<file path="config.mk">
export PLATFORM = sky130hd
export DESIGN_NAME = sram_bank_guard
export DESIGN_NICKNAME = d
export VERILOG_FILES = /design/src/rtl/bank_guard_pkg.sv /design/src/rtl/reset_sync.sv /design/src/rtl/supply_qualifier.sv /design/src/rtl/protect_fsm.sv /design/src/rtl/bank_decoder.sv /design/src/rtl/sram_bank_guard.sv
export SDC_FILE = /design/constraint.sdc
export NUM_CORES = 1
export LEC_CHECK = 0
export BUFFER_PORTS_ARGS = -buffer_cell sky130_fd_sc_hd__buf_2
export CORE_UTILIZATION = 53
export CTS_BUF_LIST = sky130_fd_sc_hd__clkbuf_4
export CTS_CLUSTER_SIZE = 12
export DETAILED_ROUTE_END_ITERATION = 12
export PLACE_DENSITY = 0.78
export SETUP_SLACK_MARGIN = 0.05
export SLEW_MARGIN = 0
export SYNTH_ARGS = -nofsm -noshare
export SYNTH_HDL_FRONTEND = slang
export SYNTH_SLANG_ARGS = --single-unit
</file>
<file path="constraint.sdc">
create_clock -name clk -period 1 [get_ports clk]
set_input_delay 0 -clock clk [delete_from_list [all_inputs] [get_ports clk]]
set_output_delay 0 -clock clk [all_outputs]
set_load 0.02 [all_outputs]
</file>
<file path="src/rtl/bank_guard_pkg.sv">
package bank_guard_pkg;

  // Guard states: locked out, transparent pass-through, draining a cut-off access
  typedef enum logic [1:0] {
    GS_LOCKED = 2'd0,
    GS_RUN    = 2'd1,
    GS_DRAIN  = 2'd2
  } guard_state_t;

endpackage

</file>
<file path="src/rtl/reset_sync.sv">
module reset_sync (
  input  logic clk,
  input  logic rst_n,
  output logic rst_sync_n
);

  logic stage_q;

  // Asynchronous assertion, release after two clock edges
  always_ff @(posedge clk or negedge rst_n) begin
    if (!rst_n) begin
      stage_q    <= 1'b0;
      rst_sync_n <= 1'b0;
    end else begin
      stage_q    <= 1'b1;
      rst_sync_n <= stage_q;
    end
  end

endmodule

</file>
<file path="src/rtl/supply_qualifier.sv">
module supply_qualifier #(
  parameter int SUPPLY_W    = 13,
  parameter int TH_TIGHT_MV = 4620,
  parameter int TH_LOOSE_MV = 4370,
  parameter int VALID_CYC   = 1024
) (
  input  logic                clk,
  input  logic                rst_n,
  input  logic [SUPPLY_W-1:0] supply_mv,
  input  logic                tol_wide,
  output logic                below,
  output logic                supply_ok
);

  localparam int QW = $clog2(VALID_CYC + 1);
  localparam logic [QW-1:0]       QMAX     = QW'(VALID_CYC);
  localparam logic [SUPPLY_W-1:0] TH_TIGHT = SUPPLY_W'(TH_TIGHT_MV);
  localparam logic [SUPPLY_W-1:0] TH_LOOSE = SUPPLY_W'(TH_LOOSE_MV);

  logic [SUPPLY_W-1:0] thresh;
  logic [QW-1:0]       good_q, good_d;
  logic                good_en;

  // Threshold choice and fault compare
  always_comb begin
    thresh = tol_wide ? TH_LOOSE : TH_TIGHT;
    below  = (supply_mv < thresh);
  end

  // Consecutive good-sample counter, saturating; a fault clears it
  always_comb begin
    good_en = below | (good_q != QMAX);
    good_d  = below ? '0 : good_q + 1'b1;
  end

  always_ff @(posedge clk or negedge rst_n) begin
    if (!rst_n) begin
      good_q <= '0;
    end else if (good_en) begin
      good_q <= good_d;
    end
  end

  assign supply_ok = (good_q == QMAX);

endmodule

</file>
<file path="src/rtl/protect_fsm.sv">
module protect_fsm
  import bank_guard_pkg::*;
#(
  parameter int SEL_W       = 2,
  parameter int TIMEOUT_CYC = 256
) (
  input  logic             clk,
  input  logic             rst_n,
  input  logic             below,
  input  logic             supply_ok,
  input  logic             ce_n,
  input  logic [SEL_W-1:0] bank_sel,
  output guard_state_t     state,
  output logic [SEL_W-1:0] drain_bank
);

  localparam int TW = (TIMEOUT_CYC > 1) ? $clog2(TIMEOUT_CYC) : 1;
  localparam logic [TW-1:0] TLAST = TW'(TIMEOUT_CYC - 1);

  guard_state_t     st_q, st_d;
  logic [TW-1:0]    tmr_q, tmr_d;
  logic             tmr_en;
  logic [SEL_W-1:0] bank_q, bank_d;
  logic             bank_en;

  always_comb begin
    st_d    = st_q;
    tmr_d   = tmr_q;
    tmr_en  = 1'b0;
    bank_d  = bank_q;
    bank_en = 1'b0;
    unique case (st_q)
      GS_LOCKED: begin
        // Qualified supply, current sample good, controller idle
        if (supply_ok && !below && ce_n) st_d = GS_RUN;
      end
      GS_RUN: begin
        if (below) begin
          if (!ce_n) begin
            st_d    = GS_DRAIN;
            bank_en = 1'b1;
            bank_d  = bank_sel;
            tmr_en  = 1'b1;
            tmr_d   = '0;
          end else begin
            st_d = GS_LOCKED;
          end
        end
      end
      GS_DRAIN: begin
        if (ce_n || (tmr_q == TLAST)) begin
          st_d = GS_LOCKED;
        end else begin
          tmr_en = 1'b1;
          tmr_d  = tmr_q + 1'b1;
        end
      end
      default: st_d = GS_LOCKED;
    endcase
  end

  always_ff @(posedge clk or negedge rst_n) begin
    if (!rst_n) begin
      st_q <= GS_LOCKED;
    end else begin
      st_q <= st_d;
    end
  end

  always_ff @(posedge clk or negedge rst_n) begin
    if (!rst_n) begin
      tmr_q <= '0;
    end else if (tmr_en) begin
      tmr_q <= tmr_d;
    end
  end

  always_ff @(posedge clk or negedge rst_n) begin
    if (!rst_n) begin
      bank_q <= '0;
    end else if (bank_en) begin
      bank_q <= bank_d;
    end
  end

  assign state      = st_q;
  assign drain_bank = bank_q;

endmodule

</file>
<file path="src/rtl/bank_decoder.sv">
module bank_decoder
  import bank_guard_pkg::*;
#(
  parameter int NUM_BANKS = 4,
  parameter int SEL_W     = 2
) (
  input  guard_state_t         state,
  input  logic                 ce_n,
  input  logic [SEL_W-1:0]     bank_sel,
  input  logic [SEL_W-1:0]     drain_bank,
  output logic [NUM_BANKS-1:0] bank_ce_n
);

  for (genvar gi = 0; gi < NUM_BANKS; gi++) begin : g_bank
    logic hit;
    always_comb begin
      hit = ((state == GS_RUN)   && (bank_sel   == SEL_W'(gi))) ||
            ((state == GS_DRAIN) && (drain_bank == SEL_W'(gi)));
      bank_ce_n[gi] = hit ? ce_n : 1'b1;
    end
  end

endmodule

</file>
<file path="src/rtl/sram_bank_guard.sv">
module sram_bank_guard
  import bank_guard_pkg::*;
#(
  parameter int NUM_BANKS   = 4,
  parameter int SUPPLY_W    = 13,
  parameter int TH_TIGHT_MV = 4620,
  parameter int TH_LOOSE_MV = 4370,
  parameter int TIMEOUT_CYC = 256,
  parameter int VALID_CYC   = 1024,
  localparam int SEL_W      = $clog2(NUM_BANKS)
) (
  input  logic                 clk,
  input  logic                 rst_n,
  input  logic                 ce_n,
  input  logic [SEL_W-1:0]     bank_sel,
  input  logic [SUPPLY_W-1:0]  supply_mv,
  input  logic                 tol_wide,
  output logic [NUM_BANKS-1:0] bank_ce_n
);

  logic             rst_sync_n;
  logic             fault_below;
  logic             supply_ok;
  guard_state_t     gstate;
  logic [SEL_W-1:0] drain_bank;

  reset_sync u_rst (
    .clk        (clk),
    .rst_n      (rst_n),
    .rst_sync_n (rst_sync_n)
  );

  supply_qualifier #(
    .SUPPLY_W    (SUPPLY_W),
    .TH_TIGHT_MV (TH_TIGHT_MV),
    .TH_LOOSE_MV (TH_LOOSE_MV),
    .VALID_CYC   (VALID_CYC)
  ) u_qual (
    .clk       (clk),
    .rst_n     (rst_sync_n),
    .supply_mv (supply_mv),
    .tol_wide  (tol_wide),
    .below     (fault_below),
    .supply_ok (supply_ok)
  );

  protect_fsm #(
    .SEL_W       (SEL_W),
    .TIMEOUT_CYC (TIMEOUT_CYC)
  ) u_fsm (
    .clk        (clk),
    .rst_n      (rst_sync_n),
    .below      (fault_below),
    .supply_ok  (supply_ok),
    .ce_n       (ce_n),
    .bank_sel   (bank_sel),
    .state      (gstate),
    .drain_bank (drain_bank)
  );

  bank_decoder #(
    .NUM_BANKS (NUM_BANKS),
    .SEL_W     (SEL_W)
  ) u_dec (
    .state      (gstate),
    .ce_n       (ce_n),
    .bank_sel   (bank_sel),
    .drain_bank (drain_bank),
    .bank_ce_n  (bank_ce_n)
  );

endmodule

</file>
==> results_dict.tcl, run 1 <==
set metrics [dict create \
    yosysUniqueCellTypes 46 \
    syn_inst 166 \
    io_buffers 21 \
    htreeDepth 1 \
    pin_count 23 \
    cts_sinks 25 \
    die_w_um 56.6 \
    grt_max_degree 15 \
    syn-cell-area_um2 1580 \
    cts_buffer_depth 2 \
    antenna_found_initial 0 \
    post-dp-hpwl_mm 3.08 \
    gp_congestion 0.876 \
    syn_area_per_cell_um2 9.53 \
    start_util_pct 56.9 \
    synth.ff_latch_count 25 \
    error "[ERROR DPL-0033] detailed placement checks failed during check placement." \
    worst_endpoint_kind "register input" \
    row_count 19 \
    stop_stage "global routing (5_1_grt)" \
    yosysSeqAreaShare_pct 39.5 \
    cts_buffers 3 \
    status "did not finish" \
    clockRootBuffer "clkbuf_4" \
    die_y_um 56.6 \
    synth_fp_nets 196 \
    yosys_warnings 0 \
    grt_worst_setup_endpoint "u_fsm.tmr_q[6]$_DFFE_PN0P_/D" \
]
[logic make-up after synthesis]
kind of cell             synth area share [%]
adder cells (fa/ha/maj)                  8.70
buffers and inverters                    3.72
AO/OA/AOI/OAI                            14.4
multiplexers                             2.13
XOR/XNOR                                 5.53
flip-flops                               39.5
other                                   0.237
AND/OR/NAND/NOR                          25.8
[synthesized netlist by cell type, drive strengths merged]
| cell | instances | area share (%) |
|---|---|---|
| mux2 | 3 | 2.1 |
| conb | 1 | 0.24 |
| a2111oi | 2 | 1.1 |
| a21boi | 1 | 0.71 |
| nor3 | 2 | 0.63 |
| nor3b | 3 | 1.4 |
| or2b | 1 | 0.55 |
| buf | 1 | 0.71 |
| ha | 11 | 8.7 |
| a211o | 4 | 2.2 |
| o21ai | 4 | 1.5 |
| o22a | 1 | 0.55 |
| a22o | 1 | 0.55 |
| o211ai | 3 | 1.4 |
| and2 | 2 | 0.87 |
| nand3b | 2 | 0.95 |
| a21oi | 3 | 0.95 |
| a41o | 1 | 0.63 |
| nand2b | 2 | 0.79 |
| o31a | 1 | 0.55 |
| clkbuf | 2 | 1.1 |
| a221o | 2 | 1.3 |
| nand2 | 20 | 4.7 |
| nor2 | 20 | 4.7 |
| xnor2 | 4 | 2.2 |
| or3 | 1 | 0.40 |
| inv | 8 | 1.9 |
| and3 | 5 | 2.4 |
| nand3 | 9 | 2.8 |
| dfrtp | 25 | 40 |
| and2b | 1 | 0.55 |
| a211oi | 2 | 0.95 |
| o311ai | 1 | 0.55 |
| nand4 | 4 | 2.0 |
| nor4 | 4 | 2.4 |
| a21bo | 1 | 0.63 |
| o31ai | 1 | 0.79 |
| xor2 | 6 | 3.3 |
| nor4b | 1 | 0.55 |
[per-stage QoR]
stage / cells / util (%) / worst slack, ns / hold slack, ns / area, µm²
4_1_cts: 275 / 90.7 / -0.836 / 0.0171 / 2520
2_1_floorplan: 166 / - / -0.703 / -0.296 / 1730
3_3_place_gp: 259 / 77.9 / -0.724 / -0.214 / 2170
3_5_place_dp: 259 / 77.9 / -0.845 / -0.210 / 2170
[timing repair]
| action | 4_1_cts |
|---|---|
| resized for setup | 54 |
| buffers inserted | 10 |
| endpoints found under the setup margin | 27 |
| pin swaps | 21 |
| hold buffers | 2 |
| endpoints found under the hold margin | 2 |
==> run 2, diff against run 1 <==
--- a/config.mk
+++ b/config.mk
@@ -6,12 +6,9 @@
 export NUM_CORES = 1
 export LEC_CHECK = 0
 export BUFFER_PORTS_ARGS = -buffer_cell sky130_fd_sc_hd__buf_2
-export CORE_UTILIZATION = 53
-export CTS_BUF_LIST = sky130_fd_sc_hd__clkbuf_4
-export CTS_CLUSTER_SIZE = 12
+export CORE_UTILIZATION = 40
 export DETAILED_ROUTE_END_ITERATION = 12
-export PLACE_DENSITY = 0.78
-export SETUP_SLACK_MARGIN = 0.05
+export PLACE_DENSITY_LB_ADDON = 0.15
 export SLEW_MARGIN = 0
 export SYNTH_ARGS = -nofsm -noshare
 export SYNTH_HDL_FRONTEND = slang
==> constraint.sdc (replaced) <==
create_clock -name clk -period 1.3 [get_ports clk]
set_input_delay 0 -clock clk [delete_from_list [all_inputs] [get_ports clk]]
set_output_delay 0 -clock clk [all_outputs]
set_load 0.02 [all_outputs]
==> run 2 against run 1 <==
Compared with the run above:
- the flow now finishes, with violations (negative setup slack)
- synthesized area did not move
- synthesized cell count unchanged
==> results_dict.tcl, run 2 <==
set metrics [dict create \
    path_class "flip-flop to flip-flop" \
    status "finished with violations" \
    slowest_delay_ns 0.40 \
    post-dp-hpwl_mm 2.83 \
    synthTopCellsByCount "25 x dfrtp_1, 20 x nand2_1, 20 x nor2_1, 11 x ha_1, 9 x nand3_1" \
    die_y_um 64.9 \
    layout_commonest_cell "buf_4" \
    vias 1549 \
    syn_area_per_cell_um2 9.53 \
    wl_per_cell_um 14.2 \
    reg_top3 "u_qual.good_q x11, u_fsm.tmr_q x8" \
    required_ns 1.47 \
    yosys.area.top_type "dfrtp_1" \
    grt_pass1_wl_mm 6.69 \
    setup-violations-final 19 \
    violations "negative setup slack" \
    arrival_ns 1.98 \
    finClkSkew_ns 0.00572 \
    p_switching_uw 594 \
    crit_fanout 8 \
    synth_area_leaders "dfrtp_1 40%, ha_1 8.7%, nand2_1 4.7%" \
    synth.ff_latch_count 25 \
    finalCriticalPeriod_ns 1.81 \
    largest-register "u_qual.good_q" \
    fin_crit_sh_pct 139 \
    worstPathCellList "ha_2 > and3_4 > a41o_1 > a21boi_2 > a21bo_4 > a221o_1" \
    die_w_um 64.9 \
    cp_slowest_cell "dfrtp_1" \
    grtUsageMet2_pct 37.4 \
    grtUsageMet1_pct 23.9 \
    synth.top_cell.area_share_pct 39.5 \
    avgViaCountPerCell 5.40 \
    place_ws_ns -0.509 \
    largest_register_ffs 11 \
    cts_sinks 25 \
    grt.busiest_layer "met2" \
    yosysUniqueCellTypes 46 \
    pwr-share-comb_pct 28.6 \
    synth_top_flop_cell "dfrtp_1" \
    p_int_mw 1.35 \
    drt_pass1_iterations 4 \
    syn_inst 166 \
    grt_max_degree 18 \
    slew_violations 0 \
    hold_path_class "input port to asynchronous set/reset pin" \
    power_leakage_nw 1.15 \
    final_cell_mix "40 x buf_4, 25 x dfrtp_1, 17 x nor2_1, 17 x buf_2, 16 x nand2_1" \
    clkSlewWorstSetupHoldPaths_ns 0.09 \
    antenna_found_initial 0 \
    syn-cell-area_um2 1580 \
    setup_slack_ns -0.512 \
    yosys_warnings 0 \
    syn2layout_area_growth_pct 54.5 \
    rr_worst_depth 6 \
    cts_buffers 3 \
    io_buffers 21 \
    worstSkewPairLatency_ns 0.28 \
    finalWirelength_mm 4.08 \
    drtAntennaViolNets 0 \
    pwr-share-seq_pct 46.5 \
    grt_pass1_vias 1585 \
    cts_tree "yes" \
    yosysSeqAreaShare_pct 39.5 \
    start_util_pct 42.6 \
    grt_overflow 0 \
    grt_usage_pct 20.4 \
    diodes 0 \
    core_area_um2 3720 \
    use_met3_pct 2.99 \
    async_flop_share_pct 100 \
    fmax_mhz 552 \
    r2r-start "u_fsm.tmr_q[1]" \
    pin_count 23 \
    p_sw_share_pct 30.6 \
    first_iter_violations 58 \
    layout-drive-gt1-share_pct 50.6 \
    clkPwrFrac_pct 25.0 \
    htreeDepth 1 \
    reg2reg_to "u_fsm.tmr_q[2]" \
    clockRootBuffer "clkbuf_8" \
    finalHoldViolCount 0 \
    rsz0062_at_grt "true" \
    post-synth-top-count-cell "dfrtp_1" \
    row_count 22 \
    worstSetupStartpointType "flip-flop" \
    power_mw 1.94 \
    cts_buffer_depth 2 \
    synth_fp_nets 196 \
    fin_nets 270 \
    die_area_um2 4210 \
    drc 0 \
    timing.max_cap.violations 0 \
    hold_slack_ns 0.0262 \
    synth_edf_count 0 \
    crit_path_end_kind "flip-flop" \
    ir_drop_mv 0.526 \
    gp_congestion 0.802 \
    r2r_slack_ns -0.51 \
    power.density_nw_per_um2 794 \
]
run 2: cell counts after synthesis:
No cell type changed its count.
run 2: logic make-up after synthesis:
group / synth area share (%)
DFF: 39.5
buffers and inverters: 3.72
AOI/OAI and AO/OA: 14.4
and+or+nand+nor: 25.8
other: 0.237
muxes: 2.13
adders and majority gates: 8.70
xor gates and xnor gates: 5.53
run 2: layout make-up:
type,instances,area (µm²)
fillers,291,1270
multi-input cells,130,1120
flip-flops and latches,25,626
repair buffers,72,562
well taps,48,60.1
clock buffers,3,41.3
inverters,8,30.0
clock inverters,1,5.00
run 2: stage by stage:
step / instance area [µm²] / std cells / TNS (ns) / utilization (%)
6_report: 2440 / 287 / -6.60 / 65.8
5_1_grt: 2440 / 287 / -8.11 / 65.8
4_1_cts: 2290 / 282 / -6.26 / 61.5
3_5_place_dp: 2050 / 272 / -7.85 / 55.2
3_3_place_gp: 2050 / 272 / -6.55 / 55.2
2_1_floorplan: 1600 / 166 / -3.22 / -
run 2: power groups by stage:
stage / Clock (mW) / Combinational [mW] / Sequential [mW]
final: 0.485 / 0.555 / 0.902
after global routing: 0.527 / 0.604 / 0.909
after CTS: 0.489 / 0.502 / 0.897
after detailed placement: 0 / 0.417 / 0.904
after global placement: 0 / 0.398 / 0.898
after floorplan: 0 / 0.224 / 0.903
run 2: worst max-delay path by stage:
stage / endpoint / startpoint / cells after the start
finish: u_fsm.tmr_q[2] / u_fsm.tmr_q[1] / 6
detailed placement: u_fsm.tmr_q[6] / tol_wide / 9
floorplan: u_fsm.tmr_q[6] / u_fsm.tmr_q[1] / 6
global route: u_fsm.tmr_q[2] / u_fsm.tmr_q[1] / 6
CTS: u_fsm.tmr_q[6] / u_fsm.tmr_q[0] / 6
global placement: u_fsm.tmr_q[2] / tol_wide / 9
run 2: metal layers:
metal  wire, µm  vias up
met4         44        0
met1       1770      769
met5          0        -
met3        111        5
met2       2160       31
li1           -      744
run 2: critical path, delay by kind of cell (launching register included):
kind / cells / cell delay (ns)
AOI/OAI and AO/OA: 4 / 0.97
DFF: 1 / 0.40
adders and majority gates: 1 / 0.18
and+or+nand+nor: 1 / 0.15
run 2: repair_timing:
| item | in CTS | in global routing |
|---|---|---|
| resized for setup | 37 | 26 |
| buffers inserted | 6 | 6 |
| hold endpoints to repair | 2 | 0 |
| setup endpoints to repair | 20 | 27 |
| hold buffers | 1 | 0 |
| pin swaps | 15 | 27 |
Note: power is estimated with default switching activity, not from simulation.
==> run 3, diff against run 2 <==
--- a/config.mk
+++ b/config.mk
@@ -12,4 +12,5 @@
 export SLEW_MARGIN = 0
 export SYNTH_ARGS = -nofsm -noshare
 export SYNTH_HDL_FRONTEND = slang
+export SYNTH_HIERARCHICAL = 1
 export SYNTH_SLANG_ARGS = --single-unit
==> run 3 against run 2 <==
Compared with the run above:
- the run still ends with negative setup slack left
- worst setup slack gained 0.10 ns
- largest power group is now combinational cells
- largest cell class unchanged
- wire length shrank 5.7%
- highest routed layer unchanged
- sequential share of layout area is 1.4 points higher
- die area up 1.4%
==> results_dict.tcl, run 3 <==
set metrics [dict create \
    r2r-start "u_fsm/state[0]" \
    endpoint "u_fsm/tmr_q[2]" \
    cp_slowest_cell "o32a_1" \
    drtAntennaViolNets 0 \
    largest-register "u_qual/good_q" \
    required_ns 1.46 \
    synth.top_cell.area_share_pct 39.0 \
    rsz0062_at_grt "true" \
    drt_pass1_iterations 6 \
    finalWirelength_mm 3.85 \
    path_class "input port to flip-flop" \
    fin_nets 252 \
    post-dp-hpwl_mm 2.93 \
    die_w_um 65.4 \
    grt_overflow 0 \
    place_inst 260 \
    die_y_um 65.4 \
    yosys_warnings 6 \
    syn2layout_area_growth_pct 44.7 \
    crit_path_end_kind "flip-flop" \
    worst-path-buf-inv 1 \
    syn_inst 157 \
    setup-violations-final 20 \
    rr_worst_depth 6 \
    die_area_um2 4270 \
    drc 0 \
    wl_per_cell_um 14.3 \
    yosysUniqueCellTypes 49 \
    worstPathCellList "buf_6 > ha_4 > a2111oi_4 > nor2b_1 > a41oi_2 > nand3b_4 > o32a_1 > a221o_1" \
    grt_usage_pct 19.8 \
    finClkSkew_ns 0.00273 \
    power_leakage_nw 1.05 \
    pin_count 23 \
    synth_area_leaders "dfrtp_1 39%, ha_1 8.6%, nand2_1 2.8%" \
    cts_tree "yes" \
    largest_register_ffs 11 \
    post-synth-top-count-cell "dfrtp_1" \
    setup_slack_ns -0.408 \
    row_count 22 \
    hold_path_class "input port to asynchronous set/reset pin" \
    start_util_pct 42.9 \
    grt_pass1_wl_mm 6.49 \
    synth.ff_latch_count 25 \
    finalHoldViolCount 0 \
    synth_fp_nets 187 \
    syn_area_per_cell_um2 10.2 \
    grt_max_degree 24 \
    yosys.area.top_type "dfrtp_1" \
    syn-cell-area_um2 1610 \
    num-fill-cells 332 \
    async_flop_share_pct 100 \
    crit_fanout 6 \
    finalCriticalPeriod_ns 1.71 \
    layout_commonest_cell "buf_4" \
    synth_top_family_by_area "simple AND/OR/NAND/NOR gates" \
    reg_top3 "u_qual/good_q x11, u_fsm/tmr_q x8" \
    io_buffers 21 \
    grt_pass1_vias 1462 \
    slowest_delay_ns 0.42 \
    setup.worst_path.start "supply_mv[9]" \
    crit_family "compound AO/OA/AOI/OAI gates" \
    first_iter_violations 50 \
    violations "negative setup slack" \
    final_cells 269 \
    synth_edf_count 0 \
    hold_slack_ns 0.0310 \
    worst-path-stages 8 \
    synth-simple-area-share_pct 27.4 \
    cts_buffer_depth 2 \
    diodes 0 \
    synth_compound_area_share_pct 12.2 \
    synth_xor_area_share_pct 5.46 \
    antenna_found_initial 0 \
    final_cell_mix "39 x buf_4, 25 x dfrtp_1, 16 x buf_2" \
    layout-drive-gt1-share_pct 44.3 \
    cts_sinks 25 \
    r2r_slack_ns -0.40 \
    clkSlewWorstSetupHoldPaths_ns 0.09 \
    htreeDepth 1 \
    avgViaCountPerCell 5.31 \
    core_area_um2 3740 \
    yosysSeqAreaShare_pct 39.0 \
    synthAdderAreaFrac_pct 8.57 \
    cts_buffers 3 \
    synthMuxAreaShare_pct 3.35 \
    slew_violations 0 \
    status "finished with violations" \
    power.density_nw_per_um2 1100 \
    vias 1429 \
    gp_congestion 0.808 \
    timing.max_cap.violations 0 \
    fin_util_pct 62.0 \
    reg2reg_to "u_fsm/tmr_q[2]" \
    fin_crit_sh_pct 131 \
    ir_drop_mv 0.830 \
    worstSkewPairLatency_ns 0.27 \
    worstSetupStartpointType "input port" \
    synth_top_flop_cell "dfrtp_1" \
    fmax_mhz 586 \
    synthTopCellsByCount "25 x dfrtp_1, 12 x nand2_1, 12 x nor2_1, 11 x ha_1, 9 x inv_1" \
    arrival_ns 1.87 \
    clockRootBuffer "clkbuf_8" \
]
==> run 3: cell count changes after synthesis, sizes merged, moves of 3 or more <==
cell and change:
nor2 -7, nor3 +3, and4bb +4, a211o -4, a21oi -3, o21bai +3
nand2 -7
==> run 3: timing repair <==
item | 4_1_cts | 5_1_grt
setup endpoints to repair | 20 | 24
buffers inserted | 6 | 4
hold buffers | 1 | 0
hold endpoints to repair | 2 | 0
pin swaps | 15 | 13
gates resized for setup | 22 | 15
==> run 3: worst min path at each step <==
stage,slack (ns),cells after the start,from,endpoint
floorplan,-0.30,0,rst_n,u_rst/rst_sync_n
global placement,-0.21,1,rst_n,u_rst/rst_sync_n
detailed placement,-0.21,1,rst_n,u_rst/rst_sync_n
CTS,0.03,2,rst_n,u_rst/rst_sync_n
global route,0.02,2,rst_n,u_rst/rst_sync_n
finish,0.03,2,rst_n,u_rst/rst_sync_n
==> run 3: report_power, final <==
| group | switching, mW | internal, mW | leakage [nW] |
|---|---|---|---|
| registers | 0.110 | 0.880 | 0.335 |
| clock network | 0.259 | 0.218 | 0.0217 |
| logic | 0.506 | 0.584 | 0.691 |
| total | 0.875 | 1.68 | 1.05 |
==> run 3: cell families (layout without fill, tap and decap cells) <==
| family | Yosys count | in the layout |
|---|---|---|
| buffers and inverters | 13 | 77 |
| flip-flops | 25 | 25 |
| AO/OA/AOI/OAI | 22 | 22 |
| multiplexers | 5 | 5 |
| AND/OR/NAND/NOR | 70 | 70 |
| XOR/XNOR | 10 | 10 |
| adder cells (fa/ha/maj) | 11 | 11 |
| other | 1 | 1 |
==> run 3: final cells by class <==
type / count / area, µm² / share of cell area, %
well taps: 48 / 60.1 / 2.59
inverters: 9 / 38.8 / 1.67
clock buffers: 3 / 41.3 / 1.78
clock inverters: 1 / 7.51 / 0.323
multi-input cells: 119 / 1070 / 46.0
flip-flops and latches: 25 / 626 / 26.9
repair buffers: 64 / 482 / 20.7
==> run 3: routing by layer <==
metal	up-vias	global-route usage [%]	wire, µm
li1	702	-	-
met1	693	23.3	1640
met2	23	35.7	2030
met3	11	2.95	93
met4	0	7.88	93
met5	-	0	0
==> run 3: through the flow <==
stage	power [mW]	setup WS, ns	setup TNS (ns)	cell area (µm²)
6_report	2.56	-0.408	-4.46	2320
5_1_grt	2.72	-0.456	-5.74	2320
4_1_cts	2.54	-0.401	-4.90	2280
3_5_place_dp	1.94	-0.827	-10.97	2090
3_3_place_gp	1.88	-0.730	-9.31	2090
2_1_floorplan	1.51	-0.643	-5.16	1670
